==> src/rtl/mvm_pkg.sv <==
package mvm_pkg;

    localparam int VEC_W   = 128;
    localparam int HALF_W  = VEC_W / 2;
    localparam int GPR_W   = 64;
    localparam int INSN_W  = 32;
    localparam int MASK_W  = 16;
    localparam int N_SIZES = 4;   // element sizes 8..64 built per half

    localparam logic [5:0]  PRIMARY_OP = 6'b000100;
    localparam logic [10:0] REG_XO     = 11'b11001000010;
    localparam logic [4:0]  IMM_XO     = 5'b01010;

    typedef enum logic [2:0] {
        ESZ_BYTE  = 3'd0,
        ESZ_HALF  = 3'd1,
        ESZ_WORD  = 3'd2,
        ESZ_DWORD = 3'd3,
        ESZ_QUAD  = 3'd4
    } esz_e;

    typedef struct packed {
        logic              legal;
        logic              illegal;
        esz_e              esz;
        logic [MASK_W-1:0] mask;
    } decode_t;

    // Maps a selector code to an element size; flags unsupported codes.
    function automatic logic sel_to_esz(input logic [4:0] sel, output esz_e esz);
        esz = ESZ_BYTE;
        unique case (sel)
            5'b10000: begin esz = ESZ_BYTE;  return 1'b1; end
            5'b10001: begin esz = ESZ_HALF;  return 1'b1; end
            5'b10010: begin esz = ESZ_WORD;  return 1'b1; end
            5'b10011: begin esz = ESZ_DWORD; return 1'b1; end
            5'b10100: begin esz = ESZ_QUAD;  return 1'b1; end
            default:  return 1'b0;
        endcase
    endfunction

endpackage

==> src/rtl/mvm_decoder.sv <==
module mvm_decoder
    import mvm_pkg::*;
(
    input  logic [INSN_W-1:0] insn,
    input  logic [GPR_W-1:0]  gpr_src,
    output decode_t           dec
);

    logic              primary_hit;
    logic              reg_hit;
    logic              imm_hit;
    logic              sel_ok;
    esz_e              sel_esz;
    logic [MASK_W-1:0] imm_mask;
    logic              unused_bits;

    assign primary_hit = (insn[31:26] == PRIMARY_OP);
    assign reg_hit     = primary_hit && (insn[10:0] == REG_XO);
    assign imm_hit     = primary_hit && (insn[5:1] == IMM_XO);

    // Immediate spliced from three fields, high part first.
    assign imm_mask    = {insn[15:6], insn[20:16], insn[0]};

    assign unused_bits = ^{insn[25:21], gpr_src[GPR_W-1:MASK_W]};

    always_comb begin
        sel_ok = sel_to_esz(insn[20:16], sel_esz);
        dec    = '0;
        if (reg_hit) begin
            dec.legal   = sel_ok;
            dec.illegal = !sel_ok;
            dec.esz     = sel_esz;
            dec.mask    = gpr_src[MASK_W-1:0];
        end else if (imm_hit) begin
            dec.legal   = 1'b1;
            dec.esz     = ESZ_BYTE;
            dec.mask    = imm_mask;
        end
    end

endmodule

==> src/rtl/mvm_expander.sv <==
module mvm_expander
    import mvm_pkg::*;
#(
    parameter int VW = VEC_W,
    parameter int MW = MASK_W
) (
    input  esz_e          esz,
    input  logic [MW-1:0] mask,
    output logic [VW-1:0] vec
);

    localparam int HW = VW / 2;

    logic [VW-1:0] cand [N_SIZES];

    for (genvar w = 0; w < N_SIZES; w++) begin : g_size
        localparam int EW = 8 << w;
        localparam int EC = HW / EW;
        for (genvar k = 0; k < EC; k++) begin : g_elem
            assign cand[w][k*EW +: EW]      = {EW{mask[k]}};
            assign cand[w][HW + k*EW +: EW] = {EW{mask[EC + k]}};
        end
    end

    always_comb begin
        unique case (esz)
            ESZ_BYTE:  vec = cand[0];
            ESZ_HALF:  vec = cand[1];
            ESZ_WORD:  vec = cand[2];
            ESZ_DWORD: vec = cand[3];
            ESZ_QUAD:  vec = {VW{mask[0]}};
            default:   vec = '0;
        endcase
    end

endmodule

==> src/rtl/mask_expand_unit.sv <==
module mask_expand_unit
    import mvm_pkg::*;
(
    input  logic              clk,
    input  logic              rst,
    input  logic              in_valid,
    input  logic [INSN_W-1:0] insn,
    input  logic [GPR_W-1:0]  gpr_src,
    output logic              out_valid,
    output logic              out_illegal,
    output logic [VEC_W-1:0]  out_result
);

    decode_t          dec;
    logic [VEC_W-1:0] expanded;

    mvm_decoder u_dec (
        .insn    (insn),
        .gpr_src (gpr_src),
        .dec     (dec)
    );

    mvm_expander #(.VW(VEC_W), .MW(MASK_W)) u_exp (
        .esz  (dec.esz),
        .mask (dec.mask),
        .vec  (expanded)
    );

    always_ff @(posedge clk) begin
        if (rst) begin
            out_valid   <= 1'b0;
            out_illegal <= 1'b0;
            out_result  <= '0;
        end else begin
            out_valid   <= in_valid && dec.legal;
            out_illegal <= in_valid && dec.illegal;
            if (in_valid && dec.legal) begin
                out_result <= expanded;
            end
        end
    end

endmodule

==> config.mk <==
export PLATFORM = sky130hd
export DESIGN_NAME = mask_expand_unit
export DESIGN_NICKNAME = d
export VERILOG_FILES = /design/src/rtl/mvm_pkg.sv /design/src/rtl/mvm_decoder.sv /design/src/rtl/mvm_expander.sv /design/src/rtl/mask_expand_unit.sv
export SDC_FILE = /design/constraint.sdc
export NUM_CORES = 1
export LEC_CHECK = 0
export CORE_AREA = 2 2 89 91
export DETAILED_ROUTE_END_ITERATION = 10
export DIE_AREA = 0 0 91 93
export PLACE_DENSITY = 0.88
export SYNTH_ARGS = -nofsm -noshare
export SYNTH_HDL_FRONTEND = slang
export SYNTH_SLANG_ARGS = --single-unit
==> constraint.sdc <==
create_clock -name clk -period 4.5 [get_ports clk]
set_clock_uncertainty 0.2 [all_clocks]
set_input_delay 0.9 -clock clk [delete_from_list [all_inputs] [get_ports clk]]
set_output_delay 0.9 -clock clk [all_outputs]
set_load 0.1 [all_outputs]
# Word level (Yosys, flattened, before mapping)
# Cells that the tools add are included.
# totals
latch_bits	0
regBits	130
wordCells	30
ramBits	0
output_inout_bits	130
rom_bits	0
mem_count	0
inputBits	99
# classes
mux	8
n_shift	0
magnitude_cmp	0
addsub	0
n_mul	0
n_bitwise	0
eq_ne	12
div	0
reduce_logical	7
# op_table
cell	n
one-hot mux 128 bit (5 select lines)	1
equality test 5 bit (second input constant)	5
two-way mux 19 bit	1
two-way mux 16 bit	1
one-hot mux 3 bit (4 select lines)	1
equality test 11 bit (second input constant)	1
equality test 3 x 2 -> 1 bit (second input constant)	2
equality test 6 x 3 -> 1 bit (second input constant)	1
equality test 5 x 4 -> 1 bit (second input constant)	1
OR reduction 5 bit	1
logical AND 1 bit	4
two-way mux 1 bit	4
equality test 3 x 1 -> 1 bit (second input constant)	1
equality test 3 bit (second input constant)	1
logical NOT 3 bit	1
logical NOT 1 bit	1

# Longest topological paths before layout
# Gate-level depths: netlist of the first run.
# depth
word_depth	6
ltp_mapped	7
ltp_nobuf	5

# By module
# Synthesis of the first run repeated with hierarchy kept, for this count alone.
# unflattened
cells_unflattened	793
hier_area_um2	7706.1
# by_module_without_submodules
module	instances	cells_per_inst	area_per_inst_um2
mask_expand_unit	1	588	6074.6
mvm_expander	1	161	1221.2
mvm_decoder	1	44	410.4

# Worst setup path before layout of the first run
# Ideal clock, no wire load.
# synth_path
kind	input to register
from	input insn[31]
to	register out_result[111]
arrival_time_ns	2.378
n_path_buf	1
setup_time_ns	0.141
setup_slack_ns	1.781
path_stages	6
required_time_ns	4.159
path_cell_list	nor4_4 -> nand3_2 -> o31a_1 -> buf_6 -> nor4_4 -> a311oi_1
# synth_between
elab_chain_cells	5
elab_cells_between_ends	14
classes_between	eq/ne: 5; mux: 5; reduce/logical: 4
# synth_lines
element	line_no	text
from (decl)	mask_expand_unit.sv:7	input logic [INSN_W-1:0] insn,
equality test 6 x 3 -> 1 bit (*)	mvm_decoder.sv:17	assign primary_hit = (insn[31:26] == PRIMARY_OP);
logical AND 1 bit (on tied branches)	mvm_decoder.sv:18, mvm_decoder.sv:19	
two-way mux 19 bit (tied with other cells)	mvm_decoder.sv:29	if (reg_hit) begin
equality test 3 bit (tied with other cells)	mvm_expander.sv:26	unique case (esz)
one-hot mux 128 bit (5 select lines) / logical AND 1 bit (equally long branches)	mvm_expander.sv:26, mask_expand_unit.sv:37	
to (signal assigned)	mask_expand_unit.sv:38	out_result <= expanded;
to (decl)	mask_expand_unit.sv:11	output logic [VEC_W-1:0] out_result
# Every way passes the cells marked *; elsewhere a longest branch is shown, timed or not.
# A chain may end at the register's enable or synchronous reset.

# Final worst setup path of the first run
# layout_path
from	input insn[31]
to	register out_result[15]
# Same word-level chain as after synthesis.

==> out/results.txt, run 1 <==
The repair_antennas step left the layout with diodes totalling 0. Counting every instance in the synthesized netlist gives 264. The tool flagged a number of max-cap violations equal to 0. The x dimension of the die was 91 µm; the power consumption was 348 µW.

In this run the tightest slew margin relative to its limit is 34.4%. The clock sink count is 18. At the worst endpoint, the required time is 4470 ps. The endpoint identified for the worst register-to-register timing path is out_result[119]$_SDFFE_PP0P_. The via density per instance works out to 4.74. The run gives 1 as the H-tree depth reported by CTS. The first detailed-routing pass ran for 4 iterations. TritonCTS built the clock tree. The run gives 0 as the setup fix buffers added after clock tree synthesis. The logs give 0 ps for the accumulated negative setup slack and 0.00218 mm² for the summed instance area of the synthesized netlist. The post-cts repair resize count was 0. The HPWL after detailed placement came out at 5430 µm. Utilization after layout: 42.8%. Highest cell delay on the worst timing path: 800 ps.

For this run, the post-layout net count is 424. The total routed wirelength is 6720 µm, and the number of antenna violations at the first check in global routing is 0. The post-route netlist has 9.29% of its cells at a drive strength greater than 1.

For the upper clock frequency limit, the log shows 0.299 GHz. The die covers 0.00846 mm². After detailed routing, the number of remaining DRC violations is 0. The total congestion overflow after global routing came out at 0. In this run the register-to-register setup slack is 3390 ps.

The power per cell area is 108 mW/mm². The run gives 229 as the number of top-level pins. The worst setup path is of the primary input to flop kind. In this run the worst path has a maximum fanout of 8. In this run, synthesis produced a sequential element count of 18. Counting flops with a built-in enable in the synthesized netlist gives 0. The die boundary height works out to 93 µm. The root buffer selected by CTS is sky130_fd_sc_hd__clkbuf_8.

For the number of nets with antenna violations after detailed routing, the log shows 0. Dividing the synthesized area by the synthesized cell count gives 8.27 µm². The path with the worst hold slack has its endpoint at out_result[55]$_SDFFE_PP0P_. The worst reg2reg path startpoint is out_result[119]$_SDFFE_PP0P_. The tools report the detailed router's first-iteration violation count as 69. The worst setup path is captured at a flop. The sequential area share after synthesis is 16.5%, and the area added between synthesis and finish is 47.6%. The run gives 0.00753 mm² as the area of the core. sky130_fd_sc_hd__buf_4 takes more of the synthesized area than any other cell. Detailed routing inserted a total of 2,013 vias.

The most numerous cell in the Yosys netlist was sky130_fd_sc_hd__buf_4. The tools report the hold path startpoint as out_result[55]$_SDFFE_PP0P_. For the clock insertion delay at the later pin of the skew report, the log shows 250 ps. The floorplan has 32 rows.

The first global-routing pass estimated 10,500 µm of wire. The standard cell area after detailed placement came out at 0.00318 mm². Yosys mapped the design onto 50 distinct sky130hd cell types.

Once the floorplan was initialized, standard cells occupied 29.0% of the core. TritonCTS created 3 clock buffers. Of all flip-flops after synthesis, the portion carrying an async set or reset was 0%.

For the worst setup path, the data arrival time is 3310 ps. The type of the most critical hold path is flop to flop. Walking the worst path, the cells encountered are clkdlybuf4s50_1 > nor4_4 > nand2_2 > nor3_1 > a31oi_1 > a211oi_2.

Counting along the longest clock path gives a buffer depth of 2. The critical path's slowest cell is sky130_fd_sc_hd__nor3_1. At the pin with the least slew margin, the transition time is 981 ps. The run gives 0.00103 µW as the leakage power figure. The run gives 21 as the largest net degree at the start of global routing. Among all flip-flop cells after synthesis, the most frequent one is sky130_fd_sc_hd__dfxtp_1. At the placement stage, the worst setup path has a slack of 899 ps. In the synthesized netlist, the cells that appear most often are 112 x sky130_fd_sc_hd__buf_4, 18 x sky130_fd_sc_hd__dfxtp_1, 12 x sky130_fd_sc_hd__nand2_1, 10 x sky130_fd_sc_hd__nor2_1, 9 x sky130_fd_sc_hd__a22oi_1. Counting the fill cells in the layout gives 774. The via count of the first global-routing pass was 2,030. The final max-slew violation count was 0. The number of input and output port buffers inserted came out at 175. The logs give 0 for the number of setup violations in the final report and 1150 ps for the final worst-path setup slack. Setup repair after global routing left no endpoint under its margin. The area share of the leading cell type in the synthesized netlist is 38.5%. Ranked by total cell area, the synthesized netlist is headed by sky130_fd_sc_hd__buf_4 38%, sky130_fd_sc_hd__dfxtp_1 16%, sky130_fd_sc_hd__a22oi_1 3.1%.

The final cell area excluding filler cells is 0.00322 mm², and the post-route clock period utilization is 74.3%. For the peak ir drop on the vdd network, the log shows 0.0672 mV. STA classifies the critical path startpoint as a primary input.

The logs give 0 for the final number of hold-violating endpoints and 0 for the number of buffers added to fix hold violations after cts. After layout, the minimum clock period comes to 3350 ps. Clock-pin slew was measured on the worst setup and hold paths at 70 ps. The flow ran to the end, and the final reports show no timing, DRC or antenna violations. The overall track demand over capacity in global routing was 15.0%. The count of yosys warnings during synthesis was 0; the final weighted congestion in routability-driven placement was 0.922. Synthesis produced a netlist with a net count of 363. The number of cells traversed by the worst register-to-register path is 2. Along the worst hold path, the cell count comes to 2. The mean routed wirelength per cell works out to 15.8 µm.
==> kinds of logic (layout without fill, tap and decap cells) <==
| kind of cell | Yosys count | count (layout) | synth area share, % |
|---|---|---|---|
| flops | 18 | 18 | 16.5 |
| simple gates | 68 | 68 | 21.8 |
| compound gates | 56 | 56 | 20.7 |
| buf+inv | 122 | 181 | 41.0 |
==> state kept, by name (all words and copies together) (netlist names) <==
signal	count
out_result	16
out_valid	1
out_illegal	1
==> worst max path at each step <==
| stage | start | end | slack (ps) | depth (start not counted) |
|---|---|---|---|---|
| after detailed placement | insn[31] | out_result[15]$_SDFFE_PP0P_ | 900 | 6 |
| after global placement | insn[31] | out_result[15]$_SDFFE_PP0P_ | 930 | 6 |
| after global routing | insn[1] | out_result[79]$_SDFFE_PP0P_ | 930 | 6 |
| after floorplan | insn[31] | out_result[111]$_SDFFE_PP0P_ | 1780 | 6 |
| after CTS | insn[31] | out_result[15]$_SDFFE_PP0P_ | 1170 | 6 |
| final | insn[31] | out_result[15]$_SDFFE_PP0P_ | 1150 | 6 |
==> cells in the final DEF, fill, tap and decap left out, types with 2 or more instances in the layout <==
cell and instances:
sky130_fd_sc_hd__clkdlybuf4s50_1 175, sky130_fd_sc_hd__dfxtp_1 18, sky130_fd_sc_hd__nand2_1 12, sky130_fd_sc_hd__nor2_1 10
sky130_fd_sc_hd__a22oi_1 9, sky130_fd_sc_hd__nand3_1 6, sky130_fd_sc_hd__a311oi_1 6, sky130_fd_sc_hd__nor3_1 5
sky130_fd_sc_hd__a21o_1 5, sky130_fd_sc_hd__o21bai_1 5, sky130_fd_sc_hd__a31oi_1 5, sky130_fd_sc_hd__a211oi_2 5
sky130_fd_sc_hd__nor2_2 4, sky130_fd_sc_hd__nor4_4 3, sky130_fd_sc_hd__nor2b_1 3, sky130_fd_sc_hd__a221oi_1 3
sky130_fd_sc_hd__a21oi_1 3, sky130_fd_sc_hd__nor4_1 3, sky130_fd_sc_hd__a32oi_1 3, sky130_fd_sc_hd__clkbuf_8 3
sky130_fd_sc_hd__nand2_2 2, sky130_fd_sc_hd__and3_1 2, sky130_fd_sc_hd__nor3b_2 2, sky130_fd_sc_hd__o21ai_0 2
sky130_fd_sc_hd__nand4_1 2, sky130_fd_sc_hd__nor3b_1 2, sky130_fd_sc_hd__nor4_2 2, sky130_fd_sc_hd__a211oi_1 2
sky130_fd_sc_hd__inv_1 2
==> area by class of cell <==
cell class,instances,area (µm²),area share [%]
clock buffers,3,41.3,1.28
inverters,2,7.51,0.233
multi-input cells,124,928,28.8
flip-flops and latches,18,360,11.2
well taps,102,128,3.96
repair buffers,176,1760,54.6
==> worst max-delay path, delay by kind of cell <==
kind,cells,cell delay [ps]
simple gates,3,1510
compound gates,2,460
buf+inv,1,440
==> metal layers <==
metal | global-route usage [%] | up-vias | share of wire [%]
met5 | 0 | - | 0
met4 | 3.66 | 0 | 0.54
met3 | 3.87 | 2 | 10
met2 | 25.9 | 120 | 48
met1 | 18.7 | 933 | 42
li1 | - | 958 | -
==> through the flow <==
step | hold WS (ps) | std cells
floorplan | 797 | 264
global placement | 391 | 422
detailed placement | 410 | 422
CTS | 420 | 425
global route | 442 | 425
finish | 410 | 425
==> where the power goes <==
part / internal, µW / total, µW / switching [µW]
combinational: 43.5 / 77.4 / 33.9
sequential: 159 / 159 / 0.117
clock: 59.4 / 111 / 51.5
Power figures use the tool's default switching activity.
==> run 2: changes to the inputs <==
Settings changed: CORE_AREA 2 2 89 91 to default, CORE_UTILIZATION from default to 27, DIE_AREA 0 0 91 93 to default, PLACE_DENSITY 0.88 to 0.86.
Clock period 4.5 ns to 2.8 ns, I/O delays scaled along.
==> run 2 against run 1 <==
Net effect: clock-buffer cell count is 1 higher; non-clock buffer count increased by 38; register-to-register slack lost 1700 ps; clock power is 100% higher; core utilization down 1.5 points; global-route usage decreased by 0.23 points; combinational power grew 83%; first-iteration DRC count rose by 12%; setup slack lost 930 ps; final cell count increased by 9.2%; sequential power increased by 61%; sequential share of layout area hardly changed; highest routed layer unchanged.
==> out/results.txt, run 2 (synthesis gave the netlist of run 1 again) <==
The flow ran to the end, and the final reports show no timing, DRC or antenna violations. The logs give 1700 ps (-1690 ps) for the setup slack of the most critical reg-to-reg path and 3270 µm (+2.1%) for the routed length on met2. The run gives 0 (unchanged) as the number of antenna violations at the first check in global routing. The number of antenna diodes is 0 (unchanged), and the final worst hold slack is 405 ps (-5.13 ps). The full die area is 0.00845 mm² (about the same), and the number of rows created at floorplan is 32 (unchanged).

The final max-slew violation count came out at 0 (unchanged). The logs give 0 (unchanged) for the number of setup violations in the final report and 9950 µm (-5.2%) for the wire length of the first global-routing pass. The endpoint identified for the worst register-to-register timing path is out_result[119]$_SDFFE_PP0P_. The post-layout net count is 462 (+9.0%), and the number of nets with antenna violations after detailed routing is 0 (unchanged). The share of final-layout standard cells stronger than drive strength 1 is 55.0% (+46 points). Setup repair after global routing left no endpoint under its margin.

More flip-flops sit in one register than any other, and that register is out_result. The logic depth of the worst setup path including buffers is 8 (+2). The area of the core came out at 0.00777 mm² (+3.2%). Data arrival time of the worst path: 2510 ps (-800 ps). The DRC violation count after routing came out at 0 (unchanged). The path class of the tightest hold or removal check is flop to flop.

The tools report the H-tree depth reported by CTS as 1 (unchanged). The tree is rooted in a sky130_fd_sc_hd__clkbuf_8. Critical path's slowest cell: sky130_fd_sc_hd__clkdlybuf4s50_1. The largest net degree at the start of global routing is 17 (-19%), and the utilization after layout is 41.3% (-1.5 points). The tools report the number of placed instances with taps included as 460 (+9.0%). The tools report the share of power burned in combinational logic as 22.9% (+0.6 points). The largest registers in the layout are out_result (16), out_illegal (1), out_valid (1). The final number of hold-violating endpoints is 0 (unchanged). The total congestion overflow after global routing was 0 (unchanged); the post-cts repair resize count was 0 (unchanged). Critical path capture point: out_result[71]$_SDFFE_PP0P_. The final critical-path required period is 2580 ps, and the final worst-path setup slack is 224 ps (-930 ps). The number of buffers and inverters on the critical path was 3 (+2); the overall track demand over capacity in global routing was 14.8% (-0.23 points).

The most common cell after layout, fill and taps aside was sky130_fd_sc_hd__buf_4. The via density per instance came out at 4.57 (-3.5%). For the detailed router's first-iteration violation count, the log shows 77 (+12%). The switching power share of the total is 25.1% (+0.51 points). The clock sink count was 18 (unchanged); the flip-flop count of the largest register, all copies and words added was 16 (unchanged). The leakage power figure was 0.00150 µW (+46%).

For the total routed wirelength, the log shows 6590 µm (-2.0%). The die boundary height came out at 92.0 µm (-1.1%). TritonCTS built the clock tree.

The kind of start point of the critical path is a primary input. The clock insertion delay at the later pin of the skew report was 250 ps (about the same); the wire length on met3 was 524 µm (-24%). The transition at the pin with the smallest max-transition slack is 652 ps (-329 ps).

For the number of top-level pins, the log shows 229 (unchanged). The most critical setup path has its startpoint at insn[0]. Traced cell by cell, the critical path runs through clkdlybuf4s50_1 > and4bb_2 > nand2_1 > nor4_1 > buf_4 > a2111oi_0 > buf_4 > a211oi_2.

Relative to the synthesized area, the layout overhead comes to 47.0%. The filler-free cell count of the finished design is 464 (+9.2%). Grouping stages by cell kind, the critical path spends the most delay in buffers and inverters. The clock network fraction of total power was 35.8% (+3.9 points); the highest cell delay on the worst timing path was 540 ps (-260 ps). The mean routed wirelength per cell works out to 14.2 µm (-10%). The run gives 56.4% (+22 points) as the relative slew slack.

The tools report the setup fix buffers added after clock tree synthesis as 0 (unchanged). The worst reg2reg path startpoint was out_result[119]$_SDFFE_PP0P_. The switching power was 156 µW (+82%).

The placement-stage worst setup slack was -68.6 ps (-968 ps). The tools report the vias after detailed routing as 2,121 (+5.4%). The cell repeated most along the worst path was sky130_fd_sc_hd__buf_4.

For the cell internal power dissipation, the log shows 464 µW (+77%). Critical path endpoint category: a flop. The run gives 0 (unchanged) as the count of maximum capacitance violations. Critical path class: primary input to flop.

The number of cells traversed by the worst register-to-register path was 2 (unchanged); the number of input and output port buffers inserted was 175 (unchanged). The logs give 3 (unchanged) for the number of buffers created by CTS and 2710 µm (-2.8%) for the routed metal-1 wire length. Clock-pin transition on the worst setup and hold timing paths: 80 ps (about the same).

The accumulated negative setup slack was 0 ps (unchanged). For the first-pass detailed-route iteration total, the log shows 4 (unchanged). The relative contribution of sequential cells to total power was 41.3% (-4.5 points). The power per cell area came out at 193 mW/mm² (+79%). Maximum fanout encountered on the critical timing path: 5 (-3).

For the via count of the first global-routing pass, the log shows 1,869 (-7.9%). The upper clock frequency limit was 0.388 GHz; the starting density of the core was 28.1% (-0.90 points). The tools report the HPWL after detailed placement as 5550 µm (+2.2%).

The number of buffers added to fix hold violations after cts was 0 (unchanged). Top layer used by detailed routing: met4. The count of fill cells added during filler insertion was 768 (-0.78%); the final weighted congestion in routability-driven placement was 0.797 (-14%). The top cell types in the final layout, fill and taps aside, are 168 x sky130_fd_sc_hd__buf_4, 45 x sky130_fd_sc_hd__clkdlybuf4s50_1, 18 x sky130_fd_sc_hd__dfxtp_1, 12 x sky130_fd_sc_hd__nand2_1, 10 x sky130_fd_sc_hd__nor2_1.

The logs give 2 (unchanged) for the maximum clock insertion buffer count and 2740 ps (-1730 ps) for the required time reported for the critical path endpoint. The x dimension of the die is 92.0 µm (+1.0%). The final critical path takes up 92.0% of the cycle. The peak ir drop on the vdd network was 0.101 mV (+50%).
## run 2: metrics by stage
stage          power, µW  area [µm²]
6_report             620        3210
5_1_grt              651        3210
4_1_cts              627        3210
3_5_place_dp         404        3160
3_3_place_gp         404        3160
2_1_floorplan        299        2180
## run 2: layer usage
layer,up-vias,track usage [%]
met5,-,0
met4,0,2.99
met3,8,2.90
met2,107,26.7
met1,972,18.0
li1,1034,-
## run 2: worst min-delay path by stage
stage                                 start                      endpoint  slack [ps]  depth (start not counted)
6_report        out_result[47]$_SDFFE_PP0P_   out_result[47]$_SDFFE_PP0P_         400                          2
5_1_grt        out_result[111]$_SDFFE_PP0P_  out_result[111]$_SDFFE_PP0P_         450                          2
3_3_place_gp   out_result[111]$_SDFFE_PP0P_  out_result[111]$_SDFFE_PP0P_         390                          2
2_1_floorplan                    gpr_src[5]   out_result[47]$_SDFFE_PP0P_         520                          2
3_5_place_dp   out_result[111]$_SDFFE_PP0P_  out_result[111]$_SDFFE_PP0P_         400                          2
4_1_cts        out_result[111]$_SDFFE_PP0P_  out_result[111]$_SDFFE_PP0P_         410                          2
## run 2: area by class of cell
class / count / area, µm² / area share, %
repair buffers: 214 / 1730 / 53.9
multi-input cells: 124 / 928 / 28.9
flip-flops and latches: 18 / 360 / 11.2
well taps: 102 / 128 / 3.98
clock buffers: 4 / 55.1 / 1.71
inverters: 2 / 7.51 / 0.234
## run 2: power groups by stage
stage	combinational, µW	sequential [µW]	clock [µW]
after CTS	143	256	229
after floorplan	36.8	263	0
after global placement	142	262	0
after detailed placement	142	262	0
final	142	256	222
after global routing	152	256	243
## run 2: worst register-to-register path: cells and delay by family (launching register included)
family / cells / cell delay, ps
flops: 1 / 490
simple gates: 1 / 90
compound gates: 1 / 230
==> run 3: changes to the inputs <==
Settings changed: TNS_END_PERCENT from default to 50.
==> results of run 3 <==
Same layout as run 2: the final DEF is identical, and so are final timing and power.
